===== config.mk =====
export PLATFORM = sky130hd
export DESIGN_NAME = irq_request_latch
export DESIGN_NICKNAME = d
export VERILOG_FILES = /design/src/rtl/irql_pkg.sv /design/src/rtl/irql_trig_reg.sv /design/src/rtl/irql_ack_decode.sv /design/src/rtl/irql_line_cell.sv /design/src/rtl/irq_request_latch.sv
export SDC_FILE = /design/constraint.sdc
export NUM_CORES = 1
export LEC_CHECK = 0
export ABC_AREA = 1
export BUFFER_PORTS_ARGS = -buffer_cell sky130_fd_sc_hd__buf_2
export CAP_MARGIN = 40
export CELL_PAD_IN_SITES_DETAIL_PLACEMENT = 1
export CELL_PAD_IN_SITES_GLOBAL_PLACEMENT = 2
export CORE_ASPECT_RATIO = 1.4
export CORE_UTILIZATION = 26
export CTS_CLUSTER_DIAMETER = 200
export CTS_CLUSTER_SIZE = 40
export DETAILED_ROUTE_END_ITERATION = 8
export MAX_ROUTING_LAYER = met4
export PLACE_DENSITY = 0.77
export SYNTH_ARGS = -nofsm -noshare
export SYNTH_HDL_FRONTEND = slang
export SYNTH_SLANG_ARGS = --single-unit

===== constraint.sdc =====
create_clock -name clk -period 1 [get_ports clk]
set_clock_uncertainty 0.2 [all_clocks]
set_input_delay 0.2 -clock clk [delete_from_list [all_inputs] [get_ports clk]]
set_output_delay 0.2 -clock clk [all_outputs]
set_load 0.03 [all_outputs]

===== src/rtl/irql_pkg.sv =====
package irql_pkg;

  typedef enum logic {
    TRIG_EDGE  = 1'b0,
    TRIG_LEVEL = 1'b1
  } trig_mode_e;

  // Set condition for one line: level mode wants a high input,
  // edge mode wants a high input after a stored low level.
  function automatic logic line_set(input logic is_level,
                                    input logic lvl,
                                    input logic prev);
    if (is_level) line_set = lvl;
    else          line_set = lvl & ~prev;
  endfunction

  // Next request bit for one line.
  function automatic logic line_next_req(input logic is_level,
                                         input logic lvl,
                                         input logic set,
                                         input logic ack,
                                         input logic req);
    if (is_level)  line_next_req = lvl;
    else if (set)  line_next_req = 1'b1;
    else if (ack)  line_next_req = 1'b0;
    else           line_next_req = req;
  endfunction

  // Fresh request report: only for a clear bit on an open line.
  function automatic logic evt_fresh(input logic set,
                                     input logic req,
                                     input logic masked);
    evt_fresh = set & ~req & ~masked;
  endfunction

  function automatic logic evt_blocked(input logic set,
                                       input logic masked);
    evt_blocked = set & masked;
  endfunction

endpackage


===== src/rtl/irql_trig_reg.sv =====
module irql_trig_reg #(
  parameter int                 NUM_LINES  = 8,
  parameter logic [NUM_LINES-1:0] WRITE_MASK = 8'hF8
) (
  input  logic                 clk,
  input  logic                 rst_n,
  input  logic                 wr_en,
  input  logic [NUM_LINES-1:0] wr_data,
  output logic [NUM_LINES-1:0] sel_q
);

  logic [NUM_LINES-1:0] wr_kept;

  assign wr_kept = wr_data & WRITE_MASK;

  always_ff @(posedge clk or negedge rst_n) begin
    if (!rst_n)     sel_q <= '0;
    else if (wr_en) sel_q <= wr_kept;
  end

endmodule


===== src/rtl/irql_ack_decode.sv =====
module irql_ack_decode #(
  parameter int NUM_LINES = 8,
  localparam int IDXW     = $clog2(NUM_LINES)
) (
  input  logic                 ack_valid,
  input  logic [IDXW-1:0]      ack_line,
  output logic [NUM_LINES-1:0] ack_hit
);

  always_comb begin
    ack_hit = '0;
    for (int i = 0; i < NUM_LINES; i++) begin
      if (ack_valid && (ack_line == IDXW'(i))) ack_hit[i] = 1'b1;
    end
  end

endmodule


===== src/rtl/irql_line_cell.sv =====
module irql_line_cell
  import irql_pkg::*;
(
  input  logic clk,
  input  logic rst_n,
  input  logic lvl,
  input  logic mode,
  input  logic ack,
  input  logic masked,
  output logic set_now,
  output logic req_q,
  output logic prev_q,
  output logic fresh_q,
  output logic blocked_q
);

  logic req_d;
  logic fresh_d;
  logic blocked_d;

  assign set_now   = line_set(mode, lvl, prev_q);
  assign req_d     = line_next_req(mode, lvl, set_now, ack, req_q);
  assign fresh_d   = evt_fresh(set_now, req_q, masked);
  assign blocked_d = evt_blocked(set_now, masked);

  always_ff @(posedge clk or negedge rst_n) begin
    if (!rst_n) begin
      req_q     <= 1'b0;
      prev_q    <= 1'b0;
      fresh_q   <= 1'b0;
      blocked_q <= 1'b0;
    end else begin
      req_q     <= req_d;
      prev_q    <= lvl;
      fresh_q   <= fresh_d;
      blocked_q <= blocked_d;
    end
  end

endmodule


===== src/rtl/irq_request_latch.sv =====
module irq_request_latch #(
  parameter int                   NUM_LINES  = 8,
  parameter logic [NUM_LINES-1:0] WRITE_MASK = 8'hF8,
  localparam int                  IDXW       = $clog2(NUM_LINES)
) (
  input  logic                 clk,
  input  logic                 rst_n,
  input  logic [NUM_LINES-1:0] line_in,
  input  logic                 trig_wr_en,
  input  logic [NUM_LINES-1:0] trig_wr_data,
  input  logic [NUM_LINES-1:0] line_mask,
  input  logic                 ack_valid,
  input  logic [IDXW-1:0]      ack_line,
  output logic [NUM_LINES-1:0] req_vec,
  output logic [NUM_LINES-1:0] trig_sel,
  output logic [NUM_LINES-1:0] pend_vec,
  output logic [NUM_LINES-1:0] new_evt,
  output logic [NUM_LINES-1:0] masked_evt
);

  // Named internal events, also used by the bound checker
  logic [NUM_LINES-1:0] ack_onehot;
  logic [NUM_LINES-1:0] prev_q;
  logic [NUM_LINES-1:0] set_vec;

  irql_trig_reg #(
    .NUM_LINES  (NUM_LINES),
    .WRITE_MASK (WRITE_MASK)
  ) trig_i (
    .clk     (clk),
    .rst_n   (rst_n),
    .wr_en   (trig_wr_en),
    .wr_data (trig_wr_data),
    .sel_q   (trig_sel)
  );

  irql_ack_decode #(
    .NUM_LINES (NUM_LINES)
  ) ack_i (
    .ack_valid (ack_valid),
    .ack_line  (ack_line),
    .ack_hit   (ack_onehot)
  );

  for (genvar g = 0; g < NUM_LINES; g++) begin : g_line
    irql_line_cell cell_i (
      .clk       (clk),
      .rst_n     (rst_n),
      .lvl       (line_in[g]),
      .mode      (trig_sel[g]),
      .ack       (ack_onehot[g]),
      .masked    (line_mask[g]),
      .set_now   (set_vec[g]),
      .req_q     (req_vec[g]),
      .prev_q    (prev_q[g]),
      .fresh_q   (new_evt[g]),
      .blocked_q (masked_evt[g])
    );
  end

  assign pend_vec = req_vec & ~line_mask;

endmodule


==> qor.yml, run 1 <==
run_status:
  status: "finished, violations left"
  violations: "hold timing, setup timing"
yosys:
  syn_area_per_cell_um2: 8.74
  yosysWarnings: 0
  synth-async-reset-ratio_pct: 100
  yosysUniqueCellTypes: 11
  synth_top_cell_area_share_pct: 57.0
  syn-cell-area_um2: 1630
  ys_seq_elements: 37
  synth_ff_type: "dfrtp_1"
  ys_top_cells_by_area: "dfrtp_1 57%, buf_4 15%, nand2_1 11%, nor2_1 6.7%, inv_1 6.5%"
  synthTopCellsByCount: "47 x nand2_1, 37 x dfrtp_1, 32 x buf_4"
  synthCells: 186
  seq_area_frac_synth_pct: 57.0
  yosysTopAreaCell: "dfrtp_1"
  synth_edf_count: 0
  synth.most_common_cell: "nand2_1"
critical_path:
  cp.required_ns: 0.60
  critPathArrivalTime_ns: 0.95
  crit_buf_inv: 2
  path_cells: "inv_2 -> nor2_4 -> buf_6"
  max_stage_delay_ns: 0.40
  cp_max_fo: 3
  critPathKind: "register to primary output"
  cp-end-kind: "primary output"
  start_kind: "register"
  cp_slowest_cell: "dfrtp_1"
  critPathTopFamily: "flip-flops"
cells_and_area:
  finalInstanceArea_um2: 2620
  final_core_util_pct: 44.0
  area_growth_pct: 61.1
  antenna_cells: 0
  seqCellArea_um2: 926
  drive_gt1_share_pct: 52.5
  layout.nets: 287
  multi_input_area_um2: 514
  n_fill_cell: 677
power:
  power.internal_w: 0.00291
  power_frac_seq_pct: 40.9
  cellLeakagePower_nw: 1.38
  power.density_nw_per_um2: 1560
  switchingPower_w: 0.00119
  combPwrFrac_pct: 26.8
  peakVddDrop_uv: 763
  swShare_pct: 29.0
  clockPowerShare_pct: 32.3
  power_w: 0.00409
floorplanning:
  ios: 71
  design.core.area_um2: 5950
  start_util_pct: 27.3
  num_rows: 33
  die_w_um: 68.8
  dieArea_um2: 6580
  die_y_um: 95.6
sta:
  slew_violations: 0
  clock.fmax_ghz: 0.738
  finalHoldViolations: 6
  fin_ws_ns: -0.354
  setup_viol: 57
  finalCriticalPeriod_ns: 1.35
  fin_crit_sh_pct: 135
  fin_hold_ws_ns: -0.0207
  rsz0062_at_grt: "yes"
drt:
  via_per_inst: 4.07
  vias: 1330
  post_drt_wl_per_cell_um: 11.4
  ant_nets: 0
  drt_first_pass_iters: 4
  drt-total-wl_um: 3720
  drc_errors: 0
  drt_iter0_drc: 40
clocking:
  clock-sinks: 37
  numCtsBuffers: 5
  htreeDepth: 2
  cts_tree: "built"
  clockBufferDepth: 2
  insertion_delay_ns: 0.28
  path_clk_slew_ns: 0.08
  clockRootBuffer: "clkbuf_8"
placement:
  io_buffers: 64
  dp_hpwl_um: 2600
  gp_congestion: 0.644
  dpl-instance-area_um2: 1950
  dp_slack_ns: -0.105
global_route:
  grt_pass1_vias: 1317
  grtUsageTotal_pct: 12.7
  grt_max_degree: 38
  antenna_found_initial: 0
  overflow: 0
  grt_pass1_wl_um: 5820
hold_path:
  hold_path.class: "primary input to register"
run:
  maxCapViolCount: 0
through the flow:
step,instances,setup TNS [ns]
5_1_grt,327,-12.86
6_report,327,-10.61
3_3_place_gp,300,-0.738
2_1_floorplan,188,-0.00770
3_5_place_dp,300,-1.00
4_1_cts,329,-11.08
tightest hold or removal path, delay by kind of cell:
family	cells	cell delay, ns
buf+inv	2	0.19
simple gates	1	0.04
power groups by stage:
stage / logic (W) / registers, W / clock network [W]
2_1_floorplan: 0.000593 / 0.00166 / 0
5_1_grt: 0.00118 / 0.00169 / 0.00144
6_report: 0.00110 / 0.00168 / 0.00132
3_3_place_gp: 0.000772 / 0.00167 / 0
4_1_cts: 0.00103 / 0.00167 / 0.00137
3_5_place_dp: 0.000784 / 0.00168 / 0
cells in the final DEF, fill, tap and decap left out:
cell type / Yosys / layout
clkbuf_1: 0 / 1
nor2_4: 1 / 10
nor2_1: 29 / 14
conb_1: 1 / 3
nor3_2: 0 / 1
buf_6: 0 / 42
o21ai_1: 0 / 5
nor3_4: 0 / 2
nand2_2: 0 / 13
buf_4: 32 / 12
clkbuf_8: 0 / 6
buf_2: 1 / 24
o21ai_2: 0 / 1
dlymetal6s4s_1: 0 / 1
bufinv_16: 0 / 1
nor2_2: 0 / 6
nand2_1: 47 / 32
inv_4: 0 / 4
inv_2: 1 / 10
inv_1: 28 / 15
dfrtp_1: 37 / 37
nand2_4: 0 / 2
buf_12: 0 / 1
dlygate4sd3_1: 0 / 14
path summary, 6_finish.rpt:
| kind | startpoint | end | slack [ns] | cells past startpoint |
|---|---|---|---|---|
| worst max-delay path | g_line[2].cell_i.req_q$_DFFE_PN0P_ | pend_vec[2] | -0.35 | 3 |
| worst min-delay path | line_mask[6] | g_line[6].cell_i.blocked_q$_DFF_PN0_ | -0.02 | 3 |
| worst max register to register | g_line[5].cell_i.req_q$_DFFE_PN0P_ | g_line[5].cell_i.req_q$_DFFE_PN0P_ | -0.24 | 7 |
| worst min register to register | g_line[0].cell_i.prev_q$_DFF_PN0_ | g_line[0].cell_i.fresh_q$_DFF_PN0_ | 0.32 | 3 |
| max in group asynchronous | rst_n | g_line[0].cell_i.fresh_q$_DFF_PN0_ | 0.19 | 3 |
| min in group asynchronous | rst_n | g_line[5].cell_i.blocked_q$_DFF_PN0_ | 0.20 | 3 |
state kept, by name, indices dropped and copies added (netlist names):
register,cells
g_line.cell_i.blocked_q,8
g_line.cell_i.fresh_q,8
g_line.cell_i.prev_q,8
g_line.cell_i.req_q,8
trig_i.sel_q,5
layout make-up:
| cell class | count | area share, % |
|---|---|---|
| Multi-Input combinational cell | 89 | 19.6 |
| Tap cell | 70 | 3.34 |
| Clock inverter | 1 | 1.15 |
| Clock buffer | 7 | 3.30 |
| Inverter | 29 | 4.54 |
| Timing Repair Buffer | 94 | 32.7 |
| Sequential cell | 37 | 35.4 |
routing by layer:
metal	wire, µm	vias up	share of wire, %	GRT usage [%]
met2	2120	39	57	22.3
met3	168	5	4.5	2.87
met5	0	-	0	-
met1	1360	641	37	12.9
met4	63	0	1.7	6.12
li1	-	645	-	-
logic make-up (layout without fill, tap and decap cells):
logic type	after synthesis	count (layout)	share of synthesized area [%]
AOI/OAI and AO/OA	6	6	1.85
DFF	37	37	57.0
buffers and inverters	62	131	21.8
other	1	3	0.231
and+or+nand+nor	80	80	19.2
repair_timing:
item	4_1_cts	5_1_grt
pin swaps	8	8
endpoints found under the setup margin	48	65
buffers inserted	8	2
hold buffers	15	3
endpoints found under the hold margin	68	10
gates resized for setup	99	37
No activity file was read; power rests on OpenSTA's default activity.
==> run 2: changes to the inputs <==
--- a/config.mk
+++ b/config.mk
@@ -17,6 +17,7 @@
 export DETAILED_ROUTE_END_ITERATION = 8
 export MAX_ROUTING_LAYER = met4
 export PLACE_DENSITY = 0.77
+export REMOVE_ABC_BUFFERS = 1
 export SYNTH_ARGS = -nofsm -noshare
 export SYNTH_HDL_FRONTEND = slang
 export SYNTH_SLANG_ARGS = --single-unit
==> qor.yml, run 2 (synthesis results as in run 1) <==
global_route:
  grt_util_met3_pct: 3.47  # +0.60 points
  grt_pass1_vias: 1299  # -1.4%
  overflow: 0  # unchanged
  grt_pass1_wl_um: 5680  # -2.4%
  grt_max_degree: 38  # unchanged
  use_met1_pct: 13.4  # +0.43 points
  grtUsageTotal_pct: 12.2  # -0.46 points
  met2_usage_pct: 20.7  # -1.6 points
  busiest_layer: "met2"
  antenna_found_initial: 0  # unchanged
cells_and_area:
  layout.nets: 287  # unchanged
  n_fill_cell: 679  # +0.30%
  stdcell_count: 327  # unchanged
  layout_common_cells: "41 x buf_6, 37 x dfrtp_1, 32 x nand2_1"
  final_common_cell: "buf_6"
  finalInstanceArea_um2: 2570  # -1.9%
  multi_input_area_um2: 489  # -4.9%
  area_growth_pct: 58.1
  antenna_cells: 0  # unchanged
  seqCellArea_um2: 926  # unchanged
  drive_gt1_share_pct: 52.9  # +0.39 points
sta:
  setup_viol: 58  # +1.8%
  fin_crit_sh_pct: 139  # +3.6 points
  fin_setup_tns_ns: -10.45  # +0.161 ns
  fin_hold_ws_ns: -0.0704  # -0.0496 ns
  slew_violations: 0  # unchanged
  finalHoldViolations: 15  # +9
  clock.fmax_ghz: 0.719  # -2.6%
  rsz0062_at_grt: "yes"
  fin_ws_ns: -0.390  # -0.0360 ns
  finalCriticalPeriod_ns: 1.39  # +0.0360 ns
hold_path:
  whs_path_depth: 3  # unchanged
  hold_path.class: "primary input to register"
clocking:
  clockRootBuffer: "clkbuf_8"
  insertion_delay_ns: 0.28  # about the same
  cts_tree: "built"
  path_clk_slew_ns: 0.07  # about the same
  clockBufferDepth: 2  # unchanged
  clock-sinks: 37  # unchanged
  numCtsBuffers: 5  # unchanged
  htreeDepth: 2  # unchanged
floorplanning:
  num_rows: 33  # unchanged
  die_y_um: 95.6  # unchanged
  ios: 71  # unchanged
  dieArea_um2: 6580  # unchanged
  die_w_um: 68.8  # unchanged
  design.core.area_um2: 5950  # unchanged
  start_util_pct: 27.3  # unchanged
drt:
  via_per_inst: 4.09  # +0.53%
  ant_nets: 0  # unchanged
  drt_first_pass_iters: 3  # -1
  drt_iter0_drc: 41  # +2.5%
  post_drt_wl_per_cell_um: 11.2  # -1.5%
  drt-total-wl_um: 3660  # -1.5%
  vias: 1337  # +0.53%
  drc_errors: 0  # unchanged
critical_path:
  r2r_end: "g_line[4].cell_i.req_q$_DFFE_PN0P_"
  r2r_cells: 5  # -2
  critPathTopFamily: "flip-flops"
  worst-path-stages: 3  # unchanged
  cp-endpoint: "pend_vec[0]"
  critPathArrivalTime_ns: 0.99  # +0.04 ns
  cp.required_ns: 0.60  # about the same
  r2r_start: "trig_i.sel_q[4]$_DFFE_PN0P_"
  cp_slowest_cell: "dfrtp_1"
  startpoint: "g_line[0].cell_i.req_q$_DFFE_PN0P_"
  critPathKind: "register to primary output"
  start_kind: "register"
  max_stage_delay_ns: 0.40  # about the same
  cp_max_fo: 3  # unchanged
  r2r_slack_ns: -0.07  # +0.17 ns
  path_cells: "inv_1 -> nor2_1 -> buf_4"
  cp-end-kind: "primary output"
  crit_buf_inv: 2  # unchanged
placement:
  dp_hpwl_um: 2580  # -1.1%
  dp.cells: 301  # +0.33%
  gp_congestion: 0.672  # +4.3%
  dpl-instance-area_um2: 1900  # -2.7%
  io_buffers: 64  # unchanged
power:
  power.density_nw_per_um2: 1580  # +1.3%
  cellLeakagePower_nw: 1.38  # +0.43%
  peakVddDrop_uv: 1160  # +52%
run_status:
  status: "finished, violations left"
  violations: "hold timing, setup timing"
run:
  maxCapViolCount: 0  # unchanged
run 2: changes by cell type in the layout (fill, tap and decap cells not counted), moves of 5 or more:
cell / delta
nor2_4: -7
nor2_2: +5
o21ai_1: -5
dlygate4sd3_1: -5
run 2: final cells by class:
cell class / count / share of cell area [%]
inverters: 29 / 4.63
clock buffers: 7 / 3.36
flip-flops and latches: 37 / 36.0
repair buffers: 94 / 32.4
well taps: 70 / 3.41
multi-input cells: 89 / 19.0
clock inverters: 1 / 1.17
run 2: what timing repair did:
item | 4_1_cts | 5_1_grt
resized for setup | 89 | 53
buffers inserted | 11 | 8
gates cloned | 0 | 0
setup endpoints to repair | 45 | 64
hold buffers | 11 | 5
endpoints found under the hold margin | 71 | 21
pin swaps | 9 | 18
run 2: through the flow:
step	setup WS [ns]	utilization [%]	total power, W
floorplan	-0.414	-	0.00208
global placement	-0.0612	31.9	0.00241
detailed placement	-0.0747	31.9	0.00242
CTS	-0.383	41.0	0.00402
global route	-0.461	43.2	0.00428
finish	-0.390	43.2	0.00407
run 2: worst reg2reg max path, cell delays in order (launching register included):
cell and delay (ns):
dfrtp_1 0.41, buf_6 0.14, inv_4 0.06, nand2_4 0.04, nand2_4 0.07, nand2_2 0.04
run 2: how the worst min path moves through the flow:
stage	startpoint	end	slack, ns
detailed placement	rst_n	g_line[5].cell_i.fresh_q$_DFF_PN0_	-0.02
floorplan	rst_n	g_line[0].cell_i.blocked_q$_DFF_PN0_	-0.30
global placement	rst_n	g_line[5].cell_i.blocked_q$_DFF_PN0_	-0.02
finish	trig_wr_data[5]	trig_i.sel_q[5]$_DFFE_PN0P_	-0.07
global route	trig_wr_data[3]	trig_i.sel_q[3]$_DFFE_PN0P_	-0.07
CTS	trig_wr_data[6]	trig_i.sel_q[6]$_DFFE_PN0P_	-0.07
run 2: metal layers:
layer | vias up | routed length, µm
li1 | 645 | -
met4 | 0 | 42
met1 | 646 | 1380
met5 | - | 0
met2 | 42 | 2060
met3 | 4 | 183
run 2: power by group:
| group | leakage, nW | switching, W | internal [W] |
|---|---|---|---|
| registers | 0.456 | 0.0000727 | 0.00160 |
| logic | 0.868 | 0.000590 | 0.000493 |
| clock network | 0.0585 | 0.000503 | 0.000813 |
==> run 3: changes to the inputs <==
--- a/config.mk
+++ b/config.mk
@@ -6,6 +6,7 @@
 export NUM_CORES = 1
 export LEC_CHECK = 0
 export ABC_AREA = 1
+export ABC_CLOCK_PERIOD_IN_PS = 1000
 export BUFFER_PORTS_ARGS = -buffer_cell sky130_fd_sc_hd__buf_2
 export CAP_MARGIN = 40
 export CELL_PAD_IN_SITES_DETAIL_PLACEMENT = 1
@@ -16,8 +17,9 @@
 export CTS_CLUSTER_SIZE = 40
 export DETAILED_ROUTE_END_ITERATION = 8
 export MAX_ROUTING_LAYER = met4
-export PLACE_DENSITY = 0.77
+export PLACE_DENSITY = 0.81
 export REMOVE_ABC_BUFFERS = 1
+export SKIP_LAST_GASP = 1
 export SYNTH_ARGS = -nofsm -noshare
 export SYNTH_HDL_FRONTEND = slang
 export SYNTH_SLANG_ARGS = --single-unit
==> qor.yml, run 3 (synthesis results as in run 1) <==
cells_and_area:
  n_fill_cell: 682  # +0.44%
  area_growth_pct: 53.7
  multi_input_area_um2: 468  # -4.3%
  layout.nets: 286  # -0.35%
  layout_common_cells: "37 x dfrtp_1, 36 x buf_6, 32 x nand2_1"
  antenna_cells: 0  # unchanged
  final_common_cell: "dfrtp_1"
  stdcell_count: 325  # -0.61%
  seqCellArea_um2: 926  # unchanged
  drive_gt1_share_pct: 50.6  # -2.3 points
hold_path:
  hp-start: "line_mask[1]"
  min_to: "g_line[1].cell_i.fresh_q$_DFF_PN0_"
  hold_path.class: "primary input to register"
  whs_path_depth: 2  # -1
floorplanning:
  start_util_pct: 27.3  # unchanged
  die_w_um: 68.8  # unchanged
  die_y_um: 95.6  # unchanged
  ios: 71  # unchanged
  design.core.area_um2: 5950  # unchanged
  num_rows: 33  # unchanged
  dieArea_um2: 6580  # unchanged
sta:
  fin_ws_ns: -0.363  # +0.0271 ns
  fin_hold_ws_ns: -0.0910  # -0.0206 ns
  rsz0062_at_grt: "yes"
  setup_viol: 52  # -10%
  finalHoldViolations: 16  # +1
  fin_crit_sh_pct: 136  # -2.7 points
  clock.fmax_ghz: 0.734  # +2.0%
  finalCriticalPeriod_ns: 1.36  # -0.0271 ns
  slew_violations: 0  # unchanged
  fin_setup_tns_ns: -10.0  # +0.450 ns
critical_path:
  start_kind: "register"
  cp_max_fo: 3  # unchanged
  cp_slowest_cell: "dfrtp_1"
  path_cells: "inv_2 -> nor2_2 -> buf_6"
  r2r_slack_ns: -0.24  # -0.17 ns
  cp.required_ns: 0.60  # about the same
  r2r_end: "g_line[3].cell_i.req_q$_DFFE_PN0P_"
  r2r_start: "g_line[3].cell_i.req_q$_DFFE_PN0P_"
  critPathKind: "register to primary output"
  r2r_cells: 7  # +2
  max_stage_delay_ns: 0.38  # -0.02 ns
  critPathArrivalTime_ns: 0.96  # -0.03 ns
  cp-end-kind: "primary output"
run_status:
  status: "finished, violations left"
  violations: "hold timing, setup timing"
power:
  clockPowerShare_pct: 27.6  # -4.8 points
  power.density_nw_per_um2: 1500  # -5.1%
  power_frac_seq_pct: 44.4  # +3.4 points
  peakVddDrop_uv: 707  # -39%
  cellLeakagePower_nw: 1.34  # -3.1%
  combPwrFrac_pct: 28.1  # +1.5 points
  swShare_pct: 30.2  # +1.6 points
  power.internal_w: 0.00262  # -9.8%
  switchingPower_w: 0.00113  # -2.7%
clocking:
  cts_tree: "built"
  clock-sinks: 37  # unchanged
  clockBufferDepth: 2  # unchanged
  htreeDepth: 2  # unchanged
  clockRootBuffer: "clkbuf_8"
  numCtsBuffers: 5  # unchanged
  path_clk_slew_ns: 0.07  # about the same
  insertion_delay_ns: 0.28  # about the same
global_route:
  grt_pass1_vias: 1340  # +3.2%
  overflow: 0  # unchanged
  grt_pass1_wl_um: 5780  # +1.8%
  antenna_found_initial: 0  # unchanged
  grt_max_degree: 38  # unchanged
  grtUsageTotal_pct: 12.7  # +0.47 points
placement:
  io_buffers: 64  # unchanged
  dp_hpwl_um: 2600  # +0.78%
  gp_congestion: 0.685  # +2.0%
  dp.cells: 298  # -1.0%
run:
  maxCapViolCount: 0  # unchanged
drt:
  via_per_inst: 4.01  # -1.9%
  vias: 1304  # -2.5%
  drt_iter0_drc: 13  # -68%
  post_drt_wl_per_cell_um: 11.6  # +3.9%
  drt-total-wl_um: 3780  # +3.3%
  ant_nets: 0  # unchanged
  drc_errors: 0  # unchanged
  drt_first_pass_iters: 3  # unchanged
## run 3: metal layers
metal / vias to the layer above / global-route usage [%] / share of wire, %
met5: - / - / 0
met3: 6 / 3.47 / 4.5
met1: 615 / 12.0 / 35
met4: 0 / 5.10 / 1.6
li1: 645 / - / -
met2: 38 / 23.4 / 59
## run 3: area by class of cell
| class | count | area share [%] |
|---|---|---|
| clock buffers | 7 | 3.46 |
| well taps | 70 | 3.51 |
| flip-flops and latches | 37 | 37.1 |
| multi-input cells | 89 | 18.7 |
| repair buffers | 93 | 32.5 |
| inverters | 29 | 4.76 |
## run 3: power groups by stage
stage | Clock (W) | Sequential [W] | Combinational, W
final | 0.00103 | 0.00167 | 0.00105
after global routing | 0.00114 | 0.00168 | 0.00114
after CTS | 0.00110 | 0.00165 | 0.000925
after detailed placement | 0 | 0.00167 | 0.000728
after global placement | 0 | 0.00167 | 0.000720
after floorplan | 0 | 0.00184 | 0.000238
## run 3: stage by stage
step / total power, W / util, % / setup WS (ns) / instance area, µm²
CTS: 0.00368 / 39.2 / -0.366 / 2330
global placement: 0.00239 / 31.5 / -0.0710 / 1880
floorplan: 0.00208 / - / -0.414 / 1390
detailed placement: 0.00240 / 31.5 / -0.0894 / 1880
global route: 0.00396 / 42.0 / -0.421 / 2500
finish: 0.00375 / 42.0 / -0.363 / 2500
## run 3: worst max-delay path: cells and delay by family (launching register included)
family	cells	cell delay, ns
buffers and inverters	2	0.19
flip-flops	1	0.38
AND/OR/NAND/NOR	1	0.12
## run 3: repair_timing
| action | CTS | global route |
|---|---|---|
| resized for setup | 67 | 65 |
| endpoints found under the hold margin | 74 | 17 |
| hold buffers | 12 | 4 |
| gates cloned | 0 | 0 |
| pin swaps | 4 | 14 |
| buffers inserted | 8 | 4 |
| endpoints found under the setup margin | 40 | 66 |
## run 3: worst max path at each step
stage | from | endpoint | slack (ns) | cells after the start
3_5_place_dp | g_line[0].cell_i.req_q$_DFFE_PN0P_ | pend_vec[0] | -0.09 | 3
6_report | g_line[7].cell_i.req_q$_DFFE_PN0P_ | pend_vec[7] | -0.36 | 3
3_3_place_gp | g_line[0].cell_i.req_q$_DFFE_PN0P_ | pend_vec[0] | -0.07 | 3
4_1_cts | g_line[1].cell_i.req_q$_DFFE_PN0P_ | pend_vec[1] | -0.37 | 3
5_1_grt | g_line[3].cell_i.req_q$_DFFE_PN0P_ | pend_vec[3] | -0.42 | 3
2_1_floorplan | g_line[3].cell_i.req_q$_DFFE_PN0P_ | pend_vec[3] | -0.41 | 2
